[src/rtl/ts_pkg.sv]
package ts_pkg;
  localparam int WORD_W = 32;
  localparam int NCHAN  = 2;
  localparam int CH_TX  = 0;
  localparam int CH_RX  = 1;

  typedef enum logic [1:0] {
    RA_TX_LO = 2'd0,
    RA_TX_HI = 2'd1,
    RA_RX_LO = 2'd2,
    RA_RX_HI = 2'd3
  } ts_addr_e;
endpackage

[src/rtl/ts_chan.sv]
module ts_chan #(
  parameter int TIME_W = 64,
  parameter int MISS_W = 8
) (
  input  logic              clk,
  input  logic              rst,
  input  logic              en,
  input  logic              irq_en,
  input  logic              pkt_mode,
  input  logic              pkt_busy,
  input  logic              qual,
  input  logic [TIME_W-1:0] time_now,
  input  logic              rd_hi,
  output logic              valid,
  output logic [TIME_W-1:0] stamp,
  output logic [MISS_W-1:0] miss,
  output logic              irq,
  output logic              pkt_go
);
  logic locked, take, drop, cap_reg;

  assign locked  = valid | (pkt_mode & pkt_busy);
  assign take    = qual & en & ~locked;
  assign drop    = qual & en & locked;
  assign cap_reg = take & ~pkt_mode;
  assign pkt_go  = take & pkt_mode;

  always_ff @(posedge clk) begin
    if (rst) begin
      valid <= 1'b0;
      stamp <= '0;
      miss  <= '0;
      irq   <= 1'b0;
    end else begin
      irq <= take & irq_en;
      if (valid && rd_hi) begin
        valid <= 1'b0;
      end else if (cap_reg) begin
        valid <= 1'b1;
        stamp <= time_now;
      end
      if (drop && (miss != {MISS_W{1'b1}})) begin
        miss <= miss + 1'b1;
      end
    end
  end


  valid_src_chk: assert property (@(posedge clk) disable iff (rst)
    $rose(valid) |-> $past(qual && en && !pkt_mode));

  hold_stamp_chk: assert property (@(posedge clk) disable iff (rst)
    (valid && !rd_hi) |=> (valid && $stable(stamp)));

  hi_clear_chk: assert property (@(posedge clk) disable iff (rst)
    (valid && rd_hi) |=> !valid);

  miss_mono_chk: assert property (@(posedge clk) disable iff (rst)
    1'b1 |=> (miss >= $past(miss)));

  irq_cause_chk: assert property (@(posedge clk) disable iff (rst)
    irq |-> $past(irq_en && qual && en));
endmodule

[src/rtl/ts_pktwr.sv]
module ts_pktwr #(
  parameter int WORD_W = 32
) (
  input  logic                clk,
  input  logic                rst,
  input  logic                go,
  input  logic [2*WORD_W-1:0] time_in,
  output logic                busy,
  output logic                bwr_en,
  output logic [1:0]          bwr_dw,
  output logic [WORD_W-1:0]   bwr_data
);
  logic [2*WORD_W-1:0] held;
  logic [1:0]          beat;

  always_ff @(posedge clk) begin
    if (rst) begin
      busy     <= 1'b0;
      beat     <= '0;
      held     <= '0;
      bwr_en   <= 1'b0;
      bwr_dw   <= '0;
      bwr_data <= '0;
    end else begin
      bwr_en <= busy;
      if (busy) begin
        bwr_dw <= beat;
        case (beat)
          2'd2:    bwr_data <= held[WORD_W-1:0];
          2'd3:    bwr_data <= held[2*WORD_W-1:WORD_W];
          default: bwr_data <= '0;
        endcase
        beat <= beat + 1'b1;
        if (beat == 2'd3) busy <= 1'b0;
      end else if (go) begin
        busy <= 1'b1;
        beat <= '0;
        held <= time_in;
      end
    end
  end


  beat_order_chk: assert property (@(posedge clk) disable iff (rst)
    (bwr_en && bwr_dw != 2'd3) |=> (bwr_en && bwr_dw == $past(bwr_dw) + 2'd1));

  beat_start_chk: assert property (@(posedge clk) disable iff (rst)
    $rose(bwr_en) |-> (bwr_dw == 2'd0));

  reserved_zero_chk: assert property (@(posedge clk) disable iff (rst)
    (bwr_en && bwr_dw[1] == 1'b0) |-> (bwr_data == '0));
endmodule

[src/rtl/ts_capture_top.sv]
module ts_capture_top
  import ts_pkg::*;
#(
  parameter int MISS_W = 8
) (
  input  logic              clk,
  input  logic              rst,
  input  logic [63:0]       time_now,
  input  logic              tx_en,
  input  logic              rx_en,
  input  logic              tx_irq_en,
  input  logic              rx_irq_en,
  input  logic              rx_pkt_mode,
  input  logic              tx_qual,
  input  logic              rx_qual,
  input  logic              rd_en,
  input  logic [1:0]        rd_addr,
  output logic [31:0]       rd_data,
  output logic              tx_valid,
  output logic              rx_valid,
  output logic [MISS_W-1:0] tx_miss,
  output logic [MISS_W-1:0] rx_miss,
  output logic              tx_irq,
  output logic              rx_irq,
  output logic              bwr_en,
  output logic [1:0]        bwr_dw,
  output logic [31:0]       bwr_data
);
  localparam int TIME_W = 2 * WORD_W;

  logic [NCHAN-1:0]              c_en, c_irq_en, c_pmode, c_qual, c_rdhi;
  logic [NCHAN-1:0]              c_valid, c_irq, c_go;
  logic [NCHAN-1:0][TIME_W-1:0]  c_stamp;
  logic [NCHAN-1:0][MISS_W-1:0]  c_miss;
  logic                          pk_busy;

  assign c_en     = {rx_en, tx_en};
  assign c_irq_en = {rx_irq_en, tx_irq_en};
  assign c_pmode  = {rx_pkt_mode, 1'b0};
  assign c_qual   = {rx_qual, tx_qual};
  assign c_rdhi   = {rd_en && (rd_addr == RA_RX_HI), rd_en && (rd_addr == RA_TX_HI)};

  for (genvar c = 0; c < NCHAN; c++) begin : g_chan
    ts_chan #(.TIME_W(TIME_W), .MISS_W(MISS_W)) u_chan (
      .clk      (clk),
      .rst      (rst),
      .en       (c_en[c]),
      .irq_en   (c_irq_en[c]),
      .pkt_mode (c_pmode[c]),
      .pkt_busy (pk_busy),
      .qual     (c_qual[c]),
      .time_now (time_now),
      .rd_hi    (c_rdhi[c]),
      .valid    (c_valid[c]),
      .stamp    (c_stamp[c]),
      .miss     (c_miss[c]),
      .irq      (c_irq[c]),
      .pkt_go   (c_go[c])
    );
  end

  ts_pktwr #(.WORD_W(WORD_W)) u_pktwr (
    .clk      (clk),
    .rst      (rst),
    .go       (c_go[CH_RX]),
    .time_in  (time_now),
    .busy     (pk_busy),
    .bwr_en   (bwr_en),
    .bwr_dw   (bwr_dw),
    .bwr_data (bwr_data)
  );

  always_ff @(posedge clk) begin
    if (rst) begin
      rd_data <= '0;
    end else if (rd_en) begin
      case (rd_addr)
        RA_TX_LO: rd_data <= c_stamp[CH_TX][WORD_W-1:0];
        RA_TX_HI: rd_data <= c_stamp[CH_TX][TIME_W-1:WORD_W];
        RA_RX_LO: rd_data <= c_stamp[CH_RX][WORD_W-1:0];
        default:  rd_data <= c_stamp[CH_RX][TIME_W-1:WORD_W];
      endcase
    end
  end

  assign tx_valid = c_valid[CH_TX];
  assign rx_valid = c_valid[CH_RX];
  assign tx_miss  = c_miss[CH_TX];
  assign rx_miss  = c_miss[CH_RX];
  assign tx_irq   = c_irq[CH_TX];
  assign rx_irq   = c_irq[CH_RX];


  pkt_no_reg_chk: assert property (@(posedge clk) disable iff (rst)
    (rx_pkt_mode && !rx_valid) |=> !rx_valid);

  tx_iso_chk: assert property (@(posedge clk) disable iff (rst)
    (tx_valid && !(rd_en && rd_addr == RA_TX_HI)) |=> tx_valid);
endmodule

[config.mk]
export PLATFORM = sky130hd
export DESIGN_NAME = ts_capture_top
export DESIGN_NICKNAME = d
export VERILOG_FILES = /design/src/rtl/ts_pkg.sv /design/src/rtl/ts_chan.sv /design/src/rtl/ts_pktwr.sv /design/src/rtl/ts_capture_top.sv
export SDC_FILE = /design/constraint.sdc
export NUM_CORES = 1
export LEC_CHECK = 0
export BUFFER_PORTS_ARGS = -buffer_cell sky130_fd_sc_hd__buf_4
export CAP_MARGIN = 10
export CORE_AREA = 2 2 154 186
export DETAILED_ROUTE_END_ITERATION = 8
export DIE_AREA = 0 0 156 188
export MAX_ROUTING_LAYER = met4
export PLACE_DENSITY = 0.72
export SYNTH_ARGS = -nofsm -noshare
export SYNTH_HDL_FRONTEND = slang
export SYNTH_SLANG_ARGS = --single-unit
[constraint.sdc]
create_clock -name clk -period 1.55 [get_ports clk]
set_clock_uncertainty 0.05 [all_clocks]
set_input_delay 0.155 -clock clk [delete_from_list [all_inputs] [get_ports clk]]
set_output_delay 0.155 -clock clk [all_outputs]
set_load 0.05 [all_outputs]
==> results.py, run 1 <==
metrics = {
    "clock_tree": {
        "clk_latency_ns": 0.54,
        "cts_num_sinks": 282,
        "cts_made_buffers": 28,
        "cts-root-buf": "clkbuf_16",
        "clkSlewWorstSetupHoldPaths_ns": 0.07,
        "cts_buffer_depth": 3,
        "htreeDepth": 1,
        "cts_tree": "yes",
    },
    "timing": {
        "worst_slew_pin_slew_ns": 0.4625,
        "slew-limit-headroom_pct": 69.17,
        "fmax_mhz": 635.6,
        "fin_ws_ns": -0.02326,
        "hold_violations": 0,
        "setup_viol": 3,
        "min_period_ns": 1.573,
        "post-route-period-util_pct": 101.5,
        "drv_slew": 0,
        "rsz0062_at_grt": "yes",
        "tns_ns": -0.04574,
        "hold_slack_ns": 0.04280,
    },
    "pwr": {
        "power.total_uw": 16990,
        "power.density_nw_per_um2": 1157,
        "power.switching_uw": 4198,
        "ir_drop_uv": 648.4,
        "p_int_uw": 12790,
        "combPwrFrac_pct": 10.7,
        "power.leakage_uw": 0.005543,
        "sw_frac_of_total_pct": 24.71,
        "seqPwrFrac_pct": 45.1,
        "clkPwrFrac_pct": 44.2,
    },
    "placement": {
        "place_hpwl_um": 18990,
        "io_buffers": 162,
        "pre_cts_ws_ns": -0.06636,
        "dp.cells": 1705,
        "place_congestion": 0.7798,
    },
    "worst_hold_path": {
        "hp-class": "input port to register",
    },
    "drt": {
        "wire_per_inst_um": 16.20,
        "first_pass_iters": 5,
        "dr.first_iter.drc_count": 574,
        "via_per_inst": 5.183,
        "drc": 0,
        "num_vias": 9490,
        "routed_wirelength_um": 29670,
        "ant_nets": 0,
    },
    "layout": {
        "diodes": 0,
        "fin_nets": 1544,
        "layout-drive-gt1-share_pct": 23.22,
        "stdcell_count": 1831,
        "n_fill_cell": 2435,
        "multi_input_area_um2": 4952,
        "syn_to_final_growth_pct": 34.59,
        "seq_area_um2": 5688,
    },
    "setup_path": {
        "cp.arrival_ns": 1.93,
        "worstSetupEndpointType": "register",
        "crit_type": "register to register",
        "critPathMaxFanout": 5,
        "worstPathRequired_ns": 1.91,
        "start_kind": "register",
    },
    "die": {
        "die_x_um": 156,
        "ios": 163,
        "coreArea_um2": 27580,
        "start_util_pct": 39.56,
        "die_y_um": 188,
        "die_area_um2": 29330,
        "rows": 67,
    },
    "synthesis": {
        "postSynth.asyncResetShare_pct": 0,
        "synth_enable_flop_cells": 0,
        "yosysSeqAreaShare_pct": 51.74,
        "syn_avg_cell_area_um2": 8.735,
        "synth_area_um2": 10910,
        "yosys_warnings": 0,
        "syn_nets": 1329,
        "synthFlopType": "dfxtp_1",
        "synthCells": 1249,
        "synth-seq-cells": 282,
        "synth_cell_type_count": 40,
    },
    "global_routing": {
        "grt_pass1_wl_um": 47180,
        "antenna_found_initial": 0,
        "grt_pass1_vias": 9178,
        "grt_max_degree": 101,
        "grt_use_total_pct": 20.25,
        "grt-ovfl-total": 0,
    },
    "outcome": {
        "outcome": "complete, but fails checks",
        "violations": "negative setup slack",
    },
    "job": {
        "drv_cap": 0,
    },
}
==> final timing paths <==
check        cells after the start                                    start                                      end  slack [ns]
max reg2reg                      5    g_chan[1].u_chan.miss[6]$_SDFFE_PP0P_    g_chan[1].u_chan.miss[1]$_SDFFE_PP0P_       -0.02
min reg2reg                      2  g_chan[0].u_chan.stamp[57]$_SDFFE_PP0P_  g_chan[0].u_chan.stamp[57]$_SDFFE_PP0P_        0.40
min                              3                                    rd_en                  rd_data[9]$_SDFFE_PP0P_        0.04
max                              5    g_chan[1].u_chan.miss[6]$_SDFFE_PP0P_    g_chan[1].u_chan.miss[1]$_SDFFE_PP0P_       -0.02
==> flip-flops by register name, summed over array words and instances (netlist names) <==
signal	flops
g_chan.u_chan.stamp	128
g_chan.u_chan.miss	16
u_pktwr.bwr_data	32
g_chan.u_chan.valid	2
u_pktwr.busy	1
u_pktwr.beat	2
u_pktwr.held	64
rd_data	32
g_chan.u_chan.irq	2
u_pktwr.bwr_dw	2
u_pktwr.bwr_en	1
==> layout make-up <==
type	count	share of cell area [%]
repair buffers	284	17.38
multi-input cells	866	33.73
clock inverters	14	1.150
flip-flops and latches	282	38.74
clock buffers	38	6.016
inverters	2	0.05112
well taps	345	2.940
==> logic make-up after synthesis <==
group / count (synthesis) / share of synthesized area (%)
adders and majority gates: 4 / 0.4587
DFF: 282 / 51.74
buffers and inverters: 102 / 4.300
AOI/OAI and AO/OA: 286 / 15.00
xor gates and xnor gates: 6 / 0.4816
muxes: 68 / 9.908
and+or+nand+nor: 501 / 18.11
==> worst max-delay path, stage by stage, from the launching register on <==
cell and delay (ns):
dfxtp_2 0.35, nand4_1 0.28, o2111ai_4 0.35, buf_4 0.18, mux2i_1 0.17, nor2_1 0.05
==> power by group through the flow <==
stage          logic, uW  clock network, uW  registers (uW)
4_1_cts             1810               7610            7660
3_3_place_gp        1630                  0            7810
6_report            1820               7510            7660
5_1_grt             1960               7920            7680
3_5_place_dp        1650                  0            7820
2_1_floorplan        758                  0            8050
==> cells in the mapped netlist (2+ instances only) <==
cell type	number	area share, %
clkbuf_1	69	2.4
a211oi_1	33	2.3
xor2_1	6	0.48
a21oi_1	204	9.4
buf_6	5	0.52
a22oi_1	32	2.2
nand4_1	2	0.11
or3_1	5	0.29
ha_1	4	0.46
dfxtp_1	282	52
mux4_2	32	6.6
o21ai_0	5	0.23
buf_1	5	0.17
mux2i_1	36	3.3
nor4b_1	2	0.16
nand2b_1	3	0.17
inv_1	2	0.069
nor2_1	76	2.6
nand3_1	7	0.32
buf_2	12	0.55
o211ai_1	3	0.21
or4_1	3	0.21
nand2_1	392	13
buf_4	9	0.62
and3_1	3	0.17
o31ai_1	3	0.21
==> what timing repair did <==
| item | in CTS | in global routing |
|---|---|---|
| hold buffers | 71 | 0 |
| hold endpoints to repair | 211 | 0 |
| resized for setup | 3 | 22 |
| pin swaps | 1 | 4 |
| cloned | 1 | 0 |
| setup buffers | 1 | 1 |
| setup endpoints to repair | 6 | 108 |
==> cells in the final DEF, fill, tap and decap left out, types with 2 or more instances in the layout <==
cell type      Yosys  final
a211oi_1          33     33
a21oi_1          204    194
a21oi_2            0     10
a22oi_1           32     32
and3_1             3      3
buf_12             0     18
buf_4              9    191
buf_6              5      3
bufinv_16          0      3
clkbuf_16          0     32
clkbuf_8           0      7
clkinv_2           0      5
clkinv_4           0      2
dfxtp_1          282    262
dfxtp_2            0     13
dfxtp_4            0      7
dlygate4sd3_1      0     71
ha_2               0      2
ha_4               0      2
inv_1              2      2
inv_6              0      2
mux2i_1           36     36
mux4_2            32     32
nand2_1          392    391
nand2b_1           3      3
nand3_1            7      5
nand4_1            2      2
nor2_1            76     75
o211ai_1           3      3
o21ai_0            5      4
o31ai_1            3      3
or3_1              5      4
or4_4              0      2
xor2_1             6      6
==> metrics by stage <==
stage	instance area [um^2]	util [%]
floorplan	10970	-
global placement	12780	46.32
detailed placement	12780	46.32
CTS	14590	52.89
global route	14680	53.24
finish	14680	53.24
==> per-layer routing <==
metal	vias to the layer above	wire length (um)	global-route usage [%]
met2	257	15040	35.07
met5	-	0	-
met3	45	1367	2.427
li1	4672	-	-
met4	0	656	5.752
met1	4516	12600	24.81
(Power assumes the default switching activity.)
==> inputs of run 2 (changes only) <==
CAP_MARGIN = 20   (was 10)
SKIP_CTS_REPAIR_TIMING = 1   (was not set)
==> run 2 against run 1 <==
  * The flow finishes with violations (negative hold slack, negative setup slack)
  * Routed wire length increased by 2.4%
  * Clock power about the same
  * Total power up 0.30%
  * Core utilization rose by 0.89 points
  * Register-to-register slack worse by 0.03 ns
  * Critical path type unchanged
  * Sequential share of layout area down 0.64 points
  * Hold slack lost 0.043 ns
  * Via count grew 0.90%
  * Flip-flop and latch count is the same
  * Design area increased by 1.7%
  * Non-clock buffer count up 1
  * Clock-buffer cell count unchanged
==> results.py, run 2 (synthesized netlist as in run 1, its figures left out) <==
metrics = {
    "outcome": {
        "outcome": "complete, but fails checks",
        "violations": "negative hold slack, negative setup slack",
    },
    "die": {
        "start_util_pct": 39.56,
        "rows": 67,
        "ios": 163,
        "die_area_um2": 29330,
        "die_x_um": 156,
        "coreArea_um2": 27580,
        "die_y_um": 188,
    },
    "placement": {
        "dp.cells": 1705,
        "place_congestion": 0.7798,
        "place_hpwl_um": 18990,
        "pre_cts_ws_ns": -0.06636,
        "io_buffers": 162,
    },
    "timing": {
        "rsz0062_at_grt": "yes",
        "min_period_ns": 1.602,
        "drv_slew": 0,
        "fin_ws_ns": -0.05201,
        "setup_viol": 4,
        "post-route-period-util_pct": 103.4,
        "hold_slack_ns": -0.0001431,
        "tns_ns": -0.1612,
        "worst_slew_pin_slew_ns": 0.4542,
        "hold_violations": 1,
        "fmax_mhz": 624.2,
        "slew-limit-headroom_pct": 69.72,
    },
    "layout": {
        "syn_to_final_growth_pct": 36.83,
        "final_cell_mix": "nand2_1 (371), dfxtp_1 (263), buf_4 (186)",
        "regMostFlops": "g_chan.u_chan.stamp",
        "layout-drive-gt1-share_pct": 26.04,
        "reg_top3": "g_chan.u_chan.stamp x128, u_pktwr.held x64",
        "stdcell_count": 1831,
        "fin_nets": 1544,
        "final_common_cell": "nand2_1",
        "diodes": 0,
        "largest_reg_flops": 128,
        "n_fill_cell": 2420,
    },
    "drt": {
        "routed_wirelength_um": 30370,
        "dr.first_iter.drc_count": 591,
        "num_vias": 9575,
        "wire_per_inst_um": 16.59,
        "ant_nets": 0,
        "drc": 0,
        "via_per_inst": 5.229,
        "first_pass_iters": 8,
    },
    "global_routing": {
        "grt_max_degree": 101,
        "grt_pass1_wl_um": 45880,
        "grt_use_total_pct": 19.74,
        "antenna_found_initial": 0,
        "grt-ovfl-total": 0,
        "grt_pass1_vias": 8874,
    },
    "setup_path": {
        "worstPathCellList": "ha_4 -> nand3_4 -> o2111ai_4 -> buf_6 -> or3_1 -> a21oi_1",
        "critPathMaxStageDelay_ns": 0.36,
        "rrSetupSlack_ns": -0.05,
        "cp.arrival_ns": 2.01,
        "reg2reg_depth": 6,
        "start_kind": "register",
        "crit_type": "register to register",
        "critPathMaxFanout": 6,
        "cp_slowest_cell": "or3_1",
        "worstPathRequired_ns": 1.96,
        "worstSetupEndpointType": "register",
    },
    "clock_tree": {
        "cts_tree": "yes",
        "cts_buffer_depth": 3,
        "cts_num_sinks": 282,
        "cts_made_buffers": 28,
        "cts-root-buf": "clkbuf_16",
        "htreeDepth": 1,
        "clk_latency_ns": 0.54,
        "clkSlewWorstSetupHoldPaths_ns": 0.07,
    },
    "job": {
        "drv_cap": 0,
    },
    "worst_hold_path": {
        "whs_path_depth": 3,
        "hp-class": "input port to register",
    },
    "pwr": {
        "ir_drop_uv": 647.0,
        "power.density_nw_per_um2": 1141,
        "power.leakage_uw": 0.005677,
    },
}
-- run 2: cell types whose count changed in the layout (fill, tap and decap cells not counted), moves of 9 or more --
cell,before,now
a21oi_2,10,29
nand2_1,391,371
a21oi_1,194,175
nand2_2,0,9
nand2_4,1,12
-- run 2: metrics by stage --
step / utilization (%) / instance area (um^2) / total power, uW
6_report: 54.13 / 14930 / 17040
3_3_place_gp: 46.32 / 12780 / 9435
2_1_floorplan: - / 10970 / 8806
4_1_cts: 50.14 / 13830 / 16930
5_1_grt: 54.13 / 14930 / 17630
3_5_place_dp: 46.32 / 12780 / 9471
-- run 2: final cells by class --
type | count | area, um^2 | area share (%)
clock buffers | 38 | 883.3 | 5.917
clock inverters | 14 | 168.9 | 1.131
inverters | 2 | 7.507 | 0.05029
multi-input cells | 865 | 5120 | 34.29
flip-flops and latches | 282 | 5687 | 38.09
well taps | 345 | 431.7 | 2.891
repair buffers | 285 | 2631 | 17.62
-- run 2: critical path, delay by kind of cell, from the launching register on --
family | cells | cell delay [ns]
flip-flops | 1 | 0.35
buffers and inverters | 1 | 0.17
AO/OA/AOI/OAI | 2 | 0.33
adder cells (fa/ha/maj) | 1 | 0.17
AND/OR/NAND/NOR | 2 | 0.45
-- run 2: power breakdown --
| group | total [uW] | internal, uW | switching (uW) |
|---|---|---|---|
| registers | 7660 | 7510 | 148 |
| clock network | 7500 | 4530 | 2970 |
| logic | 1880 | 780 | 1100 |
| total | 17000 | 12800 | 4220 |
-- run 2: worst paths after layout --
| check | end | startpoint |
|---|---|---|
| worst max-delay path | g_chan[1].u_chan.miss[4]$_SDFFE_PP0P_ | g_chan[1].u_chan.miss[1]$_SDFFE_PP0P_ |
| worst min-delay path | g_chan[0].u_chan.valid$_SDFFE_PP0P_ | rd_addr[1] |
| worst max register to register | g_chan[1].u_chan.miss[4]$_SDFFE_PP0P_ | g_chan[1].u_chan.miss[1]$_SDFFE_PP0P_ |
| worst min register to register | g_chan[0].u_chan.stamp[57]$_SDFFE_PP0P_ | g_chan[0].u_chan.stamp[57]$_SDFFE_PP0P_ |
-- run 2: routing by layer --
layer | global-route usage (%) | part of all wire, %
met5 | - | 0
met4 | 5.540 | 2.3
met3 | 2.704 | 5.6
met2 | 33.97 | 51
met1 | 24.19 | 41
